===== config.mk =====
export PLATFORM = sky130hd
export DESIGN_NAME = lls_sleep_ctrl
export DESIGN_NICKNAME = d
export VERILOG_FILES = /design/src/rtl/lls_pkg.sv /design/src/rtl/lls_classify.sv /design/src/rtl/lls_streak.sv /design/src/rtl/lls_idle_timer.sv /design/src/rtl/lls_mode_fsm.sv /design/src/rtl/lls_sleep_ctrl.sv
export SDC_FILE = /design/constraint.sdc
export NUM_CORES = 1
export LEC_CHECK = 0
export BUFFER_PORTS_ARGS = -buffer_cell sky130_fd_sc_hd__buf_2
export CAP_MARGIN = 30
export CORE_MARGIN = 3
export CORE_UTILIZATION = 55
export DETAILED_ROUTE_END_ITERATION = 10
export GPL_TIMING_DRIVEN = 0
export PLACE_DENSITY = 0.84
export SLEW_MARGIN = 25
export SYNTH_ARGS = -nofsm -noshare
export SYNTH_HDL_FRONTEND = slang
export SYNTH_HIERARCHICAL = 1
export SYNTH_SLANG_ARGS = --single-unit

===== constraint.sdc =====
create_clock -name clk -period 6.5 [get_ports clk]
set_input_delay 0.65 -clock clk [delete_from_list [all_inputs] [get_ports clk]]
set_output_delay 0.65 -clock clk [all_outputs]
set_load 0.02 [all_outputs]

===== src/rtl/lls_pkg.sv =====
package lls_pkg;

  typedef enum logic {
    MODE_RUN   = 1'b0,
    MODE_SLEEP = 1'b1
  } lls_mode_e;

  // Number of bits needed to hold the values 0..lim
  function automatic int unsigned cnt_width(input int unsigned lim);
    return (lim < 2) ? 1 : $clog2(lim + 1);
  endfunction

endpackage


===== src/rtl/lls_classify.sv =====
module lls_classify #(
  parameter int TW = 12
) (
  input  logic [TW-1:0] dis_ticks,
  input  logic [TW-1:0] thr_enter,
  input  logic [TW-1:0] thr_exit,
  output logic          is_short,
  output logic          is_long
);
  // strict compares on both sides: the equal value qualifies for neither
  always_comb begin
    is_short = (dis_ticks < thr_enter);
    is_long  = (dis_ticks > thr_exit);
  end
endmodule


===== src/rtl/lls_streak.sv =====
module lls_streak #(
  parameter int LIMIT = 3
) (
  input  logic clk,
  input  logic rst,
  input  logic clr,
  input  logic en,
  input  logic strobe,
  input  logic qual,
  output logic hit
);
  localparam int CW = lls_pkg::cnt_width(LIMIT);

  logic [CW-1:0] cnt;

  // hit when one more qualifying cycle arrives after LIMIT already counted
  assign hit = en & strobe & qual & (cnt == CW'(LIMIT));

  always_ff @(posedge clk) begin
    if (rst || clr) begin
      cnt <= '0;
    end else if (en && strobe) begin
      if (!qual || hit) cnt <= '0;
      else              cnt <= cnt + 1'b1;
    end
  end
endmodule


===== src/rtl/lls_idle_timer.sv =====
module lls_idle_timer #(
  parameter int IDLE_TICKS = 15000
) (
  input  logic clk,
  input  logic rst,
  input  logic en,
  input  logic act,
  output logic expired
);
  localparam int CW = lls_pkg::cnt_width(IDLE_TICKS);

  logic [CW-1:0] cnt;

  assign expired = en & ~act & (cnt == CW'(IDLE_TICKS - 1));

  always_ff @(posedge clk) begin
    if (rst || !en || act || expired) cnt <= '0;
    else                              cnt <= cnt + 1'b1;
  end
endmodule


===== src/rtl/lls_mode_fsm.sv =====
module lls_mode_fsm #(
  parameter int NFLT = 3
) (
  input  logic            clk,
  input  logic            rst,
  input  logic [NFLT-1:0] force_req,
  input  logic            enter_hit,
  input  logic            idle_exp,
  input  logic            exit_hit,
  input  logic            gate_req,
  output logic            run_mode,
  output logic            cnt_clr,
  output logic            sleep,
  output logic            gate_out
);
  import lls_pkg::*;

  lls_mode_e mode, mode_nxt;
  logic      forced;

  assign forced = |force_req;

  always_comb begin
    mode_nxt = mode;
    if (forced)
      mode_nxt = MODE_SLEEP;                 // force beats any wake
    else if (mode == MODE_RUN && (enter_hit || idle_exp))
      mode_nxt = MODE_SLEEP;
    else if (mode == MODE_SLEEP && exit_hit)
      mode_nxt = MODE_RUN;
  end

  assign run_mode = (mode == MODE_RUN);
  assign cnt_clr  = forced | (mode_nxt != mode);

  always_ff @(posedge clk) begin
    if (rst) begin
      mode     <= MODE_RUN;
      gate_out <= 1'b0;
    end else begin
      mode     <= mode_nxt;
      gate_out <= gate_req & (mode_nxt == MODE_RUN);
    end
  end

  assign sleep = (mode == MODE_SLEEP);
endmodule


===== src/rtl/lls_sleep_ctrl.sv =====
module lls_sleep_ctrl #(
  parameter int TW         = 12,
  parameter int ENTER_CNT  = 3,
  parameter int EXIT_CNT   = 7,
  parameter int IDLE_TICKS = 15000
) (
  input  logic          clk,
  input  logic          rst,
  input  logic          cyc_done,
  input  logic [TW-1:0] dis_ticks,
  input  logic [TW-1:0] thr_enter,
  input  logic [TW-1:0] thr_exit,
  input  logic          gate_act,
  input  logic          gate_req,
  input  logic          fault_period,
  input  logic          fault_sense_open,
  input  logic          fault_fb_short,
  output logic          sleep,
  output logic          gate_out
);
  localparam int NFLT = 3;
  localparam int NDIR = 2;   // 0: towards sleep, 1: towards run

  logic            is_short, is_long;
  logic            run_mode, cnt_clr, idle_exp;
  logic [NDIR-1:0] dir_en, dir_qual, dir_hit;

  lls_classify #(.TW(TW)) u_cls (
    .dis_ticks (dis_ticks),
    .thr_enter (thr_enter),
    .thr_exit  (thr_exit),
    .is_short  (is_short),
    .is_long   (is_long)
  );

  assign dir_en   = {~run_mode, run_mode};
  assign dir_qual = {is_long, is_short};

  for (genvar d = 0; d < NDIR; d++) begin : g_dir
    localparam int LIM = (d == 0) ? ENTER_CNT : EXIT_CNT;
    lls_streak #(.LIMIT(LIM)) u_streak (
      .clk    (clk),
      .rst    (rst),
      .clr    (cnt_clr),
      .en     (dir_en[d]),
      .strobe (cyc_done),
      .qual   (dir_qual[d]),
      .hit    (dir_hit[d])
    );
  end

  lls_idle_timer #(.IDLE_TICKS(IDLE_TICKS)) u_idle (
    .clk     (clk),
    .rst     (rst),
    .en      (run_mode),
    .act     (gate_act),
    .expired (idle_exp)
  );

  lls_mode_fsm #(.NFLT(NFLT)) u_fsm (
    .clk       (clk),
    .rst       (rst),
    .force_req ({fault_fb_short, fault_sense_open, fault_period}),
    .enter_hit (dir_hit[0]),
    .idle_exp  (idle_exp),
    .exit_hit  (dir_hit[1]),
    .gate_req  (gate_req),
    .run_mode  (run_mode),
    .cnt_clr   (cnt_clr),
    .sleep     (sleep),
    .gate_out  (gate_out)
  );
endmodule


Word-level counts from Yosys, hierarchy flattened --
Index checks and enable logic that the tools add are counted.
Word-level totals: register bits after elaboration 21, input port bits 44, output and inout bits 2
Cells by class: $add $sub $neg 3, $lt $le $gt $ge 2, equal/unequal tests 4, multiplexer cells 5, bitwise operators 13, reductions and logical operators 14
Operators with widths (count):
- $add 14x1->14 const B | 1
- $eq 14x14->1 const B | 1
- $gt 12x12->1 | 1
- $lt 12x12->1 | 1
- $and 1x1->1 | 9
- $logic_or 1x1->1 | 7
- $logic_and 1x1->1 | 4
- $add 3x1->3 const B | 1
- $eq 3x3->1 const B | 1
- $mux 1 | 3
- $mux 3 | 1
- $not 1->1 | 3
- $reduce_or 3->1 | 1
- $add 2x1->2 const B | 1
- $eq 2x2->1 const B | 1
- $logic_not 1->1 | 2
- $mux 2 | 1
- $ne 1x1->1 | 1
- $or 1x1->1 | 1

Logic depth before layout (Yosys ltp) --
Gate-level depths: netlist of the first run.
depth in word-level cells 11, mapped depth 13, depth with buffers taken out 13

Modules after synthesis --
Netlist of the first run, hierarchy kept.
Modules (own cells, without submodules):
- lls_idle_timer | times used 1, cells an instance 72, area each 660.6 um2
- lls_classify | times used 1, cells an instance 77, area each 579.3 um2
- lls_streak at g_dir[1].u_streak | times used 1, cells an instance 14, area each 165.2 um2
- lls_streak at g_dir[0].u_streak | times used 1, cells an instance 10, area each 108.9 um2
- lls_mode_fsm | times used 1, cells an instance 12, area each 105.1 um2
- lls_sleep_ctrl | times used 1, cells an instance 1, area each 3.8 um2

Least setup slack after synthesis of the first run --
Ideal clock, no wire load.
kind input -> register, start point in thr_exit[1], end point reg g_dir[0].u_streak.cnt[0], data arrival time 2868 ps, data required time 6383 ps, setup slack 3515 ps, cell stages on the path 13, path buffers 0, path through inv_1 > ha_1 > nor2b_4 > o211ai_2 > a211oi_1 > a2111oi_2 > nor2_1 > and3_1 > and2_1 > nor2b_1 > o21ai_0 > a211oi_1 > a22o_2
On the way: longest elaborated chain between the ends 10
Ends and longest elaborated chain:
- from (decl) | line lls_sleep_ctrl.sv:12 | input logic [TW-1:0] thr_exit,
- $gt 12x12->1 | line lls_classify.sv:13 | is_long = (dis_ticks > thr_exit);
- named net is_long | line lls_sleep_ctrl.sv:24 | logic is_short, is_long;
- $and 1x1->1 (2 in series) | line lls_streak.sv:17 | assign hit = en & strobe & qual & (cnt == CW'(LIMIT));
- named net dir_hit[1] | line lls_sleep_ctrl.sv:26 | logic [NDIR-1:0] dir_en, dir_qual, dir_hit;
- $logic_and 1x1->1 | line lls_mode_fsm.sv:29 | else if (mode == MODE_SLEEP && exit_hit)
- $mux 1 | line lls_mode_fsm.sv:29
- $mux 1 | line lls_mode_fsm.sv:27 | else if (mode == MODE_RUN && (enter_hit || idle_exp))
- $mux 1 | line lls_mode_fsm.sv:25 | if (forced)
- $ne 1x1->1 | line lls_mode_fsm.sv:34 | assign cnt_clr = forced | (mode_nxt != mode);
- $or 1x1->1 | line lls_mode_fsm.sv:34
- named net cnt_clr | line lls_sleep_ctrl.sv:25 | logic run_mode, cnt_clr, idle_exp;
- $logic_or 1x1->1 | line lls_streak.sv:20 | if (rst || clr) begin
- to (signal assigned) | line lls_streak.sv:24 | else cnt <= cnt + 1'b1;
- to (decl) | line lls_streak.sv:14 | logic [CW-1:0] cnt;
The timed path passes the listed nets, and every way through them passes these cells. A chain may end at the register's enable or synchronous reset.

Final worst setup path of the first run --
start point in dis_ticks[1], end point reg g_dir[0].u_streak.cnt[0]
On the way: longest elaborated chain between the ends 10, elaborated cells on any way between the ends 18, classes of those cells order compare (2); eq/ne (1); mux (4); bitwise (5); reduce/logical (6)
Ends and longest elaborated chain:
- from (decl) | line lls_sleep_ctrl.sv:10 | input logic [TW-1:0] dis_ticks,
- $gt 12x12->1 | line lls_classify.sv:13
- named net is_long | line lls_sleep_ctrl.sv:24
- $and 1x1->1 (2 in series) | line lls_streak.sv:17
- named net dir_hit[1] | line lls_sleep_ctrl.sv:26
- $logic_and 1x1->1 | line lls_mode_fsm.sv:29
- $mux 1 | line lls_mode_fsm.sv:29
- $mux 1 | line lls_mode_fsm.sv:27
- $mux 1 | line lls_mode_fsm.sv:25
- $ne 1x1->1 | line lls_mode_fsm.sv:34
- $or 1x1->1 | line lls_mode_fsm.sv:34
- named net cnt_clr | line lls_sleep_ctrl.sv:25
- $logic_or 1x1->1 | line lls_streak.sv:20
The timed path passes the listed nets, and every way through them passes these cells.

==> results of run 1 <==
[state kept, by name (all words and copies together), names as in the netlist]
register	cells
g_dir.u_streak/cnt	5
u_idle/cnt	14
u_fsm/sleep	1
u_fsm/gate_out	1
[worst max path at each step]
| stage | cells past startpoint | end | from |
|---|---|---|---|
| after global placement | 13 | g_dir[0].u_streak/cnt[0] | thr_exit[11] |
| after floorplan | 13 | g_dir[0].u_streak/cnt[0] | thr_exit[1] |
| after global routing | 13 | g_dir[0].u_streak/cnt[0] | thr_exit[11] |
| final | 13 | g_dir[0].u_streak/cnt[0] | dis_ticks[1] |
| after detailed placement | 13 | g_dir[0].u_streak/cnt[0] | dis_ticks[1] |
| after CTS | 13 | g_dir[0].u_streak/cnt[0] | dis_ticks[1] |
[Yosys cell counts (3+ instances only)]
cell,instances,area (sq um)
a211oi_1,3,22.5
nand4_1,7,43.8
nand3_1,9,45.0
a21o_1,3,22.5
nor3_1,8,40.0
xnor2_1,10,87.6
a21oi_1,6,30.0
nor2_1,19,71.3
dfxtp_1,21,420
nand2_1,4,15.0
inv_1,28,105
ha_1,27,338
[worst max-delay path, stage by stage]
cell	delay (ns)
buf_2	0.11
ha_1	0.30
nor2b_4	0.16
o211ai_2	0.07
a211oi_1	0.28
a2111oi_2	0.10
nor2_1	0.15
and3_1	0.24
and2_1	0.18
nor2b_1	0.05
o21ai_0	0.67
a211oi_1	0.15
a22o_2	0.30
[report_power, final]
part	internal [mW]	leakage (nW)	total, mW	switching, mW
combinational	0.0295	0.755	0.0594	0.0299
clock	0.0229	0.0177	0.0624	0.0394
sequential	0.130	0.170	0.131	0.00120
[per-layer routing]
| layer | vias to the layer above | wire [microns] |
|---|---|---|
| met5 | - | 0 |
| met4 | 0 | 46 |
| met3 | 6 | 199 |
| met1 | 645 | 1460 |
| met2 | 36 | 1460 |
| li1 | 760 | - |
[per-stage QoR]
step	hold slack, ns	setup WS, ns	area (sq um)
after global placement	0.453	3.10	1890
after floorplan	0.439	3.51	1620
after global routing	0.511	3.22	1910
after detailed placement	0.462	3.02	1890
after CTS	0.490	3.35	1910
final	0.485	3.28	1910
[cells by family (layout without fill, tap and decap cells)]
family	Yosys count	after routing
fa+ha+maj	27	27
buf+inv	31	80
xor+xnor	12	12
flops	21	21
simple gates	67	67
compound gates	28	28
[area by class of cell]
class,count,area [sq um],share of cell area [%]
Multi-Input combinational cell,134,1050,55.1
Sequential cell,21,420,22.0
Timing Repair Buffer,45,225,11.8
Inverter,28,105,5.49
Buffer,3,42.5,2.22
Tap cell,31,38.8,2.03
Clock buffer,3,22.5,1.18
Clock inverter,1,5.00,0.261
==> results.yml, run 1 <==
run_status:
  status: "finished clean"
worst_setup_path:
  cp-start-kind: "input pin"
  crit_required_ns: 6.71
  cp.arrival_ns: 3.43
  worst_r2r_endpoint: "g_dir[0].u_streak/cnt[0]"
  crit_type: "input pin to flop"
  cp_max_fo: 7
  regToRegStartpoint: "u_idle/cnt[8]"
  end_kind: "flop"
  rrSetupSlack_ns: 3.67
  worstRegToRegCells: 8
hold_path:
  holdPathStages: 1
  holdCritPathClass: "flop to flop"
  hp-start: "g_dir[0].u_streak/cnt[1]"
  hold_end: "g_dir[0].u_streak/cnt[1]"
logic_synthesis:
  synth_xor_area_share_pct: 6.48
  synth_warnings: 6
  synth-edff-count: 0
  ys_types: 42
  avgSynthCellArea_sq_um: 8.72
  syn_nets: 257
  synthSimpleGateAreaFrac_pct: 23.9
  async_flop_share_pct: 0
  synth_mux_area_share_pct: 0
  synth_ff_type: "dfxtp_1"
  synth_compound_area_share_pct: 13.8
  synth_fa_ha_area_share_pct: 20.8
  ys_ff_latch: 21
  ys_seq_area_share_pct: 25.9
  netlist_area_sq_um: 1620
  synth_top_family_by_area: "simple AND/OR/NAND/NOR gates"
  postSynthCellCount: 186
drt:
  dr.pass1.iters: 4
  drt-initial-drc-count: 40
  drc: 0
  finalWirelength_microns: 3170
  vias: 1447
  ant_nets: 0
  vias_per_cell: 5.44
  routedWlPerCell_microns: 11.9
clock_tree:
  cts_buffers: 3
  h-tree-depth: 1
  clkSlewWorstSetupHoldPaths_ns: 0.11
  cts_tree: "done"
  cts_hold_buf: 0
  cts_root_buf: "clkbuf_4"
  cts_buffer_depth: 2
  clkLatencyLatePin_ns: 0.30
  cts-resized-gates: 0
  post_cts_buffers: 0
  clkSinkCount: 21
die:
  fp.dieW_microns: 60.3
  die-area_sq_um: 3640
  start_util_pct: 58.3
  core_area_sq_um: 2780
  fp.dieH_microns: 60.3
  ios: 46
  rows: 19
timing:
  fin_skew_ns: 0.00342
  tightest_slew_ns: 0.865
  rsz0062_at_grt: "false"
  post-route-period-util_pct: 49.6
  finalHoldViolCount: 0
  setup_tns_ns: 0
  finalCriticalPeriod_ns: 3.22
  max_freq_mhz: 310
  slew_headroom_pct: 41.7
  slew_violations: 0
  setup_viol: 0
power:
  p_total_uw: 253
  p_leak_nw: 0.943
  powerDensity_nw_per_um2: 132
  ir_drop_v: 0.000144
grt:
  use_met3_pct: 1.51
  busiest_layer: "met2"
  grt_pass1_wl_microns: 5000
  grt_use_met2_pct: 30.9
  grt_util_all_layers_pct: 17.7
  met1_usage_pct: 21.8
  grt_max_degree: 13
  overflow: 0
  grt_pass1_vias: 1242
  antenna_found_initial: 0
layout:
  final-instance-count-excl-fill: 266
  fin_util_pct: 68.8
  final_common_cell: "buf_2"
  syn2layout_area_growth_pct: 18.0
  final_nets: 307
  diodes: 0
  final_cell_mix: "buf_2 (45), inv_1 (28), ha_1 (27), dfxtp_1 (21), nor2_1 (19)"
  num-fill-cells: 219
  drive_gt1_share_pct: 28.1
job:
  drv_cap: 0
placement:
  place_congestion: 0.771
  place.port_buffers: 45
  place_inst: 262
  place_hpwl_microns: 2650
(Power assumes the default switching activity.)
==> run 2: changes to the inputs <==
Settings changed: CORE_UTILIZATION 55 to 52, PLACE_DENSITY 0.84 to 0.8.
Clock period 6.5 ns to 3.2 ns, I/O delays scaled along.
==> run 2 against run 1 <==
  * Via count up 0.83%
  * Clock-buffer cell count unchanged
  * Final area unchanged
  * Global-route usage down 0.53 points
  * Die area up 5.2%
==> results.yml, run 2 (synthesis gave the netlist of run 1 again) <==
die:
  ios: 46
  fp.dieH_microns: 61.9
  fp.dieW_microns: 61.9
  core_area_sq_um: 2850
  die-area_sq_um: 3830
  rows: 19
  start_util_pct: 56.9
timing:
  max_freq_mhz: 356
  finalCriticalPeriod_ns: 2.81
  fin_skew_ns: 0.00349
  setup_viol: 0
  rsz0062_at_grt: "false"
  slew_violations: 0
  post-route-period-util_pct: 87.9
  slew_headroom_pct: 42.1
  tightest_slew_ns: 0.859
  setup_tns_ns: 0
  finalHoldViolCount: 0
worst_setup_path:
  crit_type: "input pin to flop"
  crit_required_ns: 3.41
  cp_max_fo: 7
  end_kind: "flop"
  cp-start-kind: "input pin"
  cp.arrival_ns: 3.02
layout:
  reg_top3: "u_idle/cnt (14), g_dir.u_streak/cnt (5)"
  final_cell_area_sq_um: 1910
  num-fill-cells: 249
  final_nets: 307
  final_cell_mix: "buf_2 (45), inv_1 (28), ha_1 (27), dfxtp_1 (21), nor2_1 (19)"
  diodes: 0
  final_common_cell: "buf_2"
  largest_reg_flops: 14
  syn2layout_area_growth_pct: 18.0
  regMostFlops: "u_idle/cnt"
  drive_gt1_share_pct: 28.1
  final-instance-count-excl-fill: 266
drt:
  ant_nets: 0
  vias_per_cell: 5.48
  drt-initial-drc-count: 51
  routedWlPerCell_microns: 11.4
  drc: 0
  dr.pass1.iters: 6
  vias: 1459
  finalWirelength_microns: 3030
grt:
  grt_util_all_layers_pct: 17.2
  grt_pass1_vias: 1263
  antenna_found_initial: 0
  grt_pass1_wl_microns: 5020
  overflow: 0
  grt_max_degree: 13
power:
  p_leak_nw: 0.943
  ir_drop_v: 0.000277
  powerDensity_nw_per_um2: 268
clock_tree:
  post_cts_buffers: 0
  cts_root_buf: "clkbuf_4"
  clkSlewWorstSetupHoldPaths_ns: 0.12
  clkLatencyLatePin_ns: 0.30
  cts_hold_buf: 0
  h-tree-depth: 1
  clkSinkCount: 21
  cts_buffers: 3
  cts_tree: "done"
  cts-resized-gates: 0
  cts_buffer_depth: 2
placement:
  place.port_buffers: 45
  place_area_sq_um: 1890
  place_hpwl_microns: 2550
  place_congestion: 0.765
  place_inst: 262
job:
  drv_cap: 0
hold_path:
  holdCritPathClass: "input pin to flop"
run_status:
  status: "finished clean"
run 2: power breakdown:
group          internal [mW]  switching, mW  leakage (nW)
clock network         0.0467         0.0816        0.0177
registers              0.263        0.00242         0.170
logic                 0.0597         0.0591         0.755
total                  0.370          0.143         0.943
run 2: metrics by stage:
stage	setup slack (ns)	hold WS (ns)	total power [mW]	util (%)
floorplan	0.545	0.434	0.343	-
global placement	0.121	0.453	0.387	66.1
detailed placement	0.0707	0.460	0.391	66.1
CTS	0.369	0.266	0.520	67.1
global route	0.158	0.270	0.546	67.1
finish	0.387	0.275	0.513	67.1
run 2: final timing paths:
path	from	end	slack [ns]	cells after the start
worst max register to register	u_idle/cnt[8]	g_dir[0].u_streak/cnt[0]	0.39	8
worst max-delay path	dis_ticks[10]	g_dir[0].u_streak/cnt[0]	0.39	12
worst min-delay path	gate_req	u_fsm/gate_out	0.28	2
worst min register to register	u_idle/cnt[0]	u_idle/cnt[0]	0.48	1
run 2: layer usage:
metal	up-vias	global-route usage, %	share of wire (%)
li1	761	-	-
met1	650	21.9	49
met2	44	29.1	44
met3	4	2.89	6.2
met4	0	6.06	0.99
met5	-	0	0
run 2: critical path, cell delays in order:
cell       delay, ns
buf_2           0.11
ha_1            0.31
nand4_1         0.16
a211oi_1        0.31
a2111oi_2       0.09
nor2_1          0.13
and3_1          0.24
and2_1          0.19
nor2b_1         0.05
o21ai_0         0.67
a211oi_1        0.14
a22o_2          0.30
run 2: area by class of cell:
type / instances / area, sq um / area share (%)
Buffer: 3 / 42.5 / 2.22
Clock buffer: 3 / 22.5 / 1.18
Clock inverter: 1 / 5.00 / 0.261
Inverter: 28 / 105 / 5.49
Multi-Input combinational cell: 134 / 1050 / 55.1
Sequential cell: 21 / 420 / 22.0
Tap cell: 31 / 38.8 / 2.03
Timing Repair Buffer: 45 / 225 / 11.8
==> run 3: changes to the inputs <==
Settings changed: CTS_CLUSTER_SIZE set to 12, PLACE_DENSITY 0.8 to 0.91.
==> run 3 against run 2 <==
  * Combinational power hardly changed
  * Sequential power hardly changed
  * Die area stayed put
  * Global-route usage is 0.23 points lower
  * Final area hardly changed
  * Register-to-register slack better by 0.05 ns
  * First-iteration DRC count is 14% higher
==> results.yml, run 3 (synthesis gave the netlist of run 1 again) <==
timing:
  finalCriticalPeriod_ns: 2.78
  max_freq_mhz: 360
  setup_viol: 0
  setup_tns_ns: 0
  slew_violations: 0
  fin_skew_ns: 0.00340
  finalHoldViolCount: 0
  rsz0062_at_grt: "false"
  slew_headroom_pct: 41.8
  tightest_slew_ns: 0.865
  post-route-period-util_pct: 86.8
clock_tree:
  cts_tree: "done"
  clkSinkCount: 21
  cts_buffer_depth: 2
  cts-resized-gates: 0
  clkLatencyLatePin_ns: 0.30
  cts_hold_buf: 0
  clkSlewWorstSetupHoldPaths_ns: 0.11
  h-tree-depth: 1
  cts_buffers: 3
  cts_root_buf: "clkbuf_4"
  post_cts_buffers: 0
placement:
  place.port_buffers: 45
  place_inst: 262
  place_hpwl_microns: 2590
  place_congestion: 0.757
die:
  ios: 46
  start_util_pct: 56.9
  fp.dieH_microns: 61.9
  rows: 19
  die-area_sq_um: 3830
  core_area_sq_um: 2850
  fp.dieW_microns: 61.9
worst_setup_path:
  cp.arrival_ns: 2.98
  cp_top_family: "compound AO/OA/AOI/OAI gates"
  cp_max_fo: 7
  critical_path_buf_inv_count: 1
  worst_r2r_endpoint: "g_dir[0].u_streak/cnt[0]"
  critPathLaunch: "dis_ticks[1]"
  rrSetupSlack_ns: 0.44
  crit_required_ns: 3.40
  cpPeakStageDelay_ns: 0.67
  cp-start-kind: "input pin"
  regToRegStartpoint: "u_idle/cnt[8]"
  crit_type: "input pin to flop"
  worstRegToRegCells: 8
  slowest_stage: "o21ai_0"
  cp_cell_sequence: "buf_2 > ha_1 > nor2b_4 > o211ai_2 > a211oi_1 > a2111oi_2 > nor2_1 > and3_1 > and2_1 > nor2b_1 > o21ai_0 > a211oi_1 > a22o_2"
  crit_top_cell: "a211oi_1"
  end_kind: "flop"
layout:
  final_common_cell: "buf_2"
  regMostFlops: "u_idle/cnt"
  diodes: 0
  syn2layout_area_growth_pct: 17.9
  final_cell_mix: "buf_2 (45), inv_1 (28), ha_1 (27), dfxtp_1 (21), nor2_1 (19)"
  final-instance-count-excl-fill: 266
  reg_top3: "u_idle/cnt (14), g_dir.u_streak/cnt (5)"
  num-fill-cells: 237
  largest_reg_flops: 14
  drive_gt1_share_pct: 27.7
  final_nets: 307
power:
  p_leak_nw: 0.940
  switching_share_pct: 26.8
  ir_drop_v: 0.000256
  internal_power_uw: 372
  p_total_uw: 508
  power.share.sequential_pct: 52.4
  power.share.combinational_pct: 23.4
  power_switching_uw: 136
  powerDensity_nw_per_um2: 265
  p_clk_share_pct: 24.3
drt:
  vias: 1430
  ant_nets: 0
  drc: 0
  finalWirelength_microns: 3050
  routedWlPerCell_microns: 11.5
  vias_per_cell: 5.38
  drt-initial-drc-count: 58
  dr.pass1.iters: 4
hold_path:
  hold_end: "u_fsm/gate_out"
  holdCritPathClass: "input pin to flop"
  holdPathStages: 2
  hp-start: "gate_req"
grt:
  antenna_found_initial: 0
  grt_pass1_vias: 1309
  grt_util_all_layers_pct: 16.9
  grt_pass1_wl_microns: 4970
  overflow: 0
  grt_max_degree: 12
run_status:
  status: "finished clean"
job:
  drv_cap: 0
[run 3: cell types whose count changed in the layout (fill, tap and decap cells not counted), sizes merged]
| cell | before | now |
|---|---|---|
| clkinv | 1 | 0 |
| clkbuf | 3 | 4 |
[run 3: power groups by stage]
| stage | Sequential, mW | Clock (mW) | Combinational, mW |
|---|---|---|---|
| 3_3_place_gp | 0.272 | 0 | 0.114 |
| 2_1_floorplan | 0.273 | 0 | 0.0703 |
| 3_5_place_dp | 0.272 | 0 | 0.119 |
| 5_1_grt | 0.266 | 0.141 | 0.136 |
| 4_1_cts | 0.266 | 0.130 | 0.120 |
| 6_report | 0.266 | 0.123 | 0.119 |
[run 3: stage by stage]
step | worst slack [ns] | hold slack (ns) | util, % | cell area [sq um]
floorplan | 0.545 | 0.434 | - | 1620
global placement | 0.153 | 0.451 | 66.1 | 1890
detailed placement | 0.0882 | 0.456 | 66.1 | 1890
CTS | 0.430 | 0.264 | 67.1 | 1910
global route | 0.142 | 0.248 | 67.1 | 1910
finish | 0.423 | 0.270 | 67.1 | 1910
[run 3: cell type report]
| class | count | area, sq um | share of cell area, % |
|---|---|---|---|
| multi-input combinational | 134 | 1050 | 55.1 |
| sequential | 21 | 420 | 22.0 |
| timing repair buffer | 45 | 225 | 11.8 |
| inverter | 28 | 105 | 5.49 |
| buffer | 3 | 42.5 | 2.22 |
| tap | 31 | 38.8 | 2.03 |
| clock buffer | 4 | 26.3 | 1.37 |
[run 3: how the worst max path moves through the flow]
stage	end	slack [ns]	cells past startpoint
6_report	g_dir[0].u_streak/cnt[0]	0.42	13
5_1_grt	g_dir[0].u_streak/cnt[0]	0.14	14
2_1_floorplan	g_dir[0].u_streak/cnt[0]	0.54	13
4_1_cts	g_dir[0].u_streak/cnt[0]	0.43	13
3_5_place_dp	g_dir[0].u_streak/cnt[0]	0.09	13
3_3_place_gp	g_dir[0].u_streak/cnt[0]	0.15	12
[run 3: routing by layer]
metal | vias up | wire length [microns] | global-route usage, %
met3 | 8 | 167 | 3.93
met1 | 625 | 1320 | 18.4
met5 | - | 0 | 0
met4 | 0 | 65 | 5.45
li1 | 762 | - | -
met2 | 35 | 1490 | 32.1
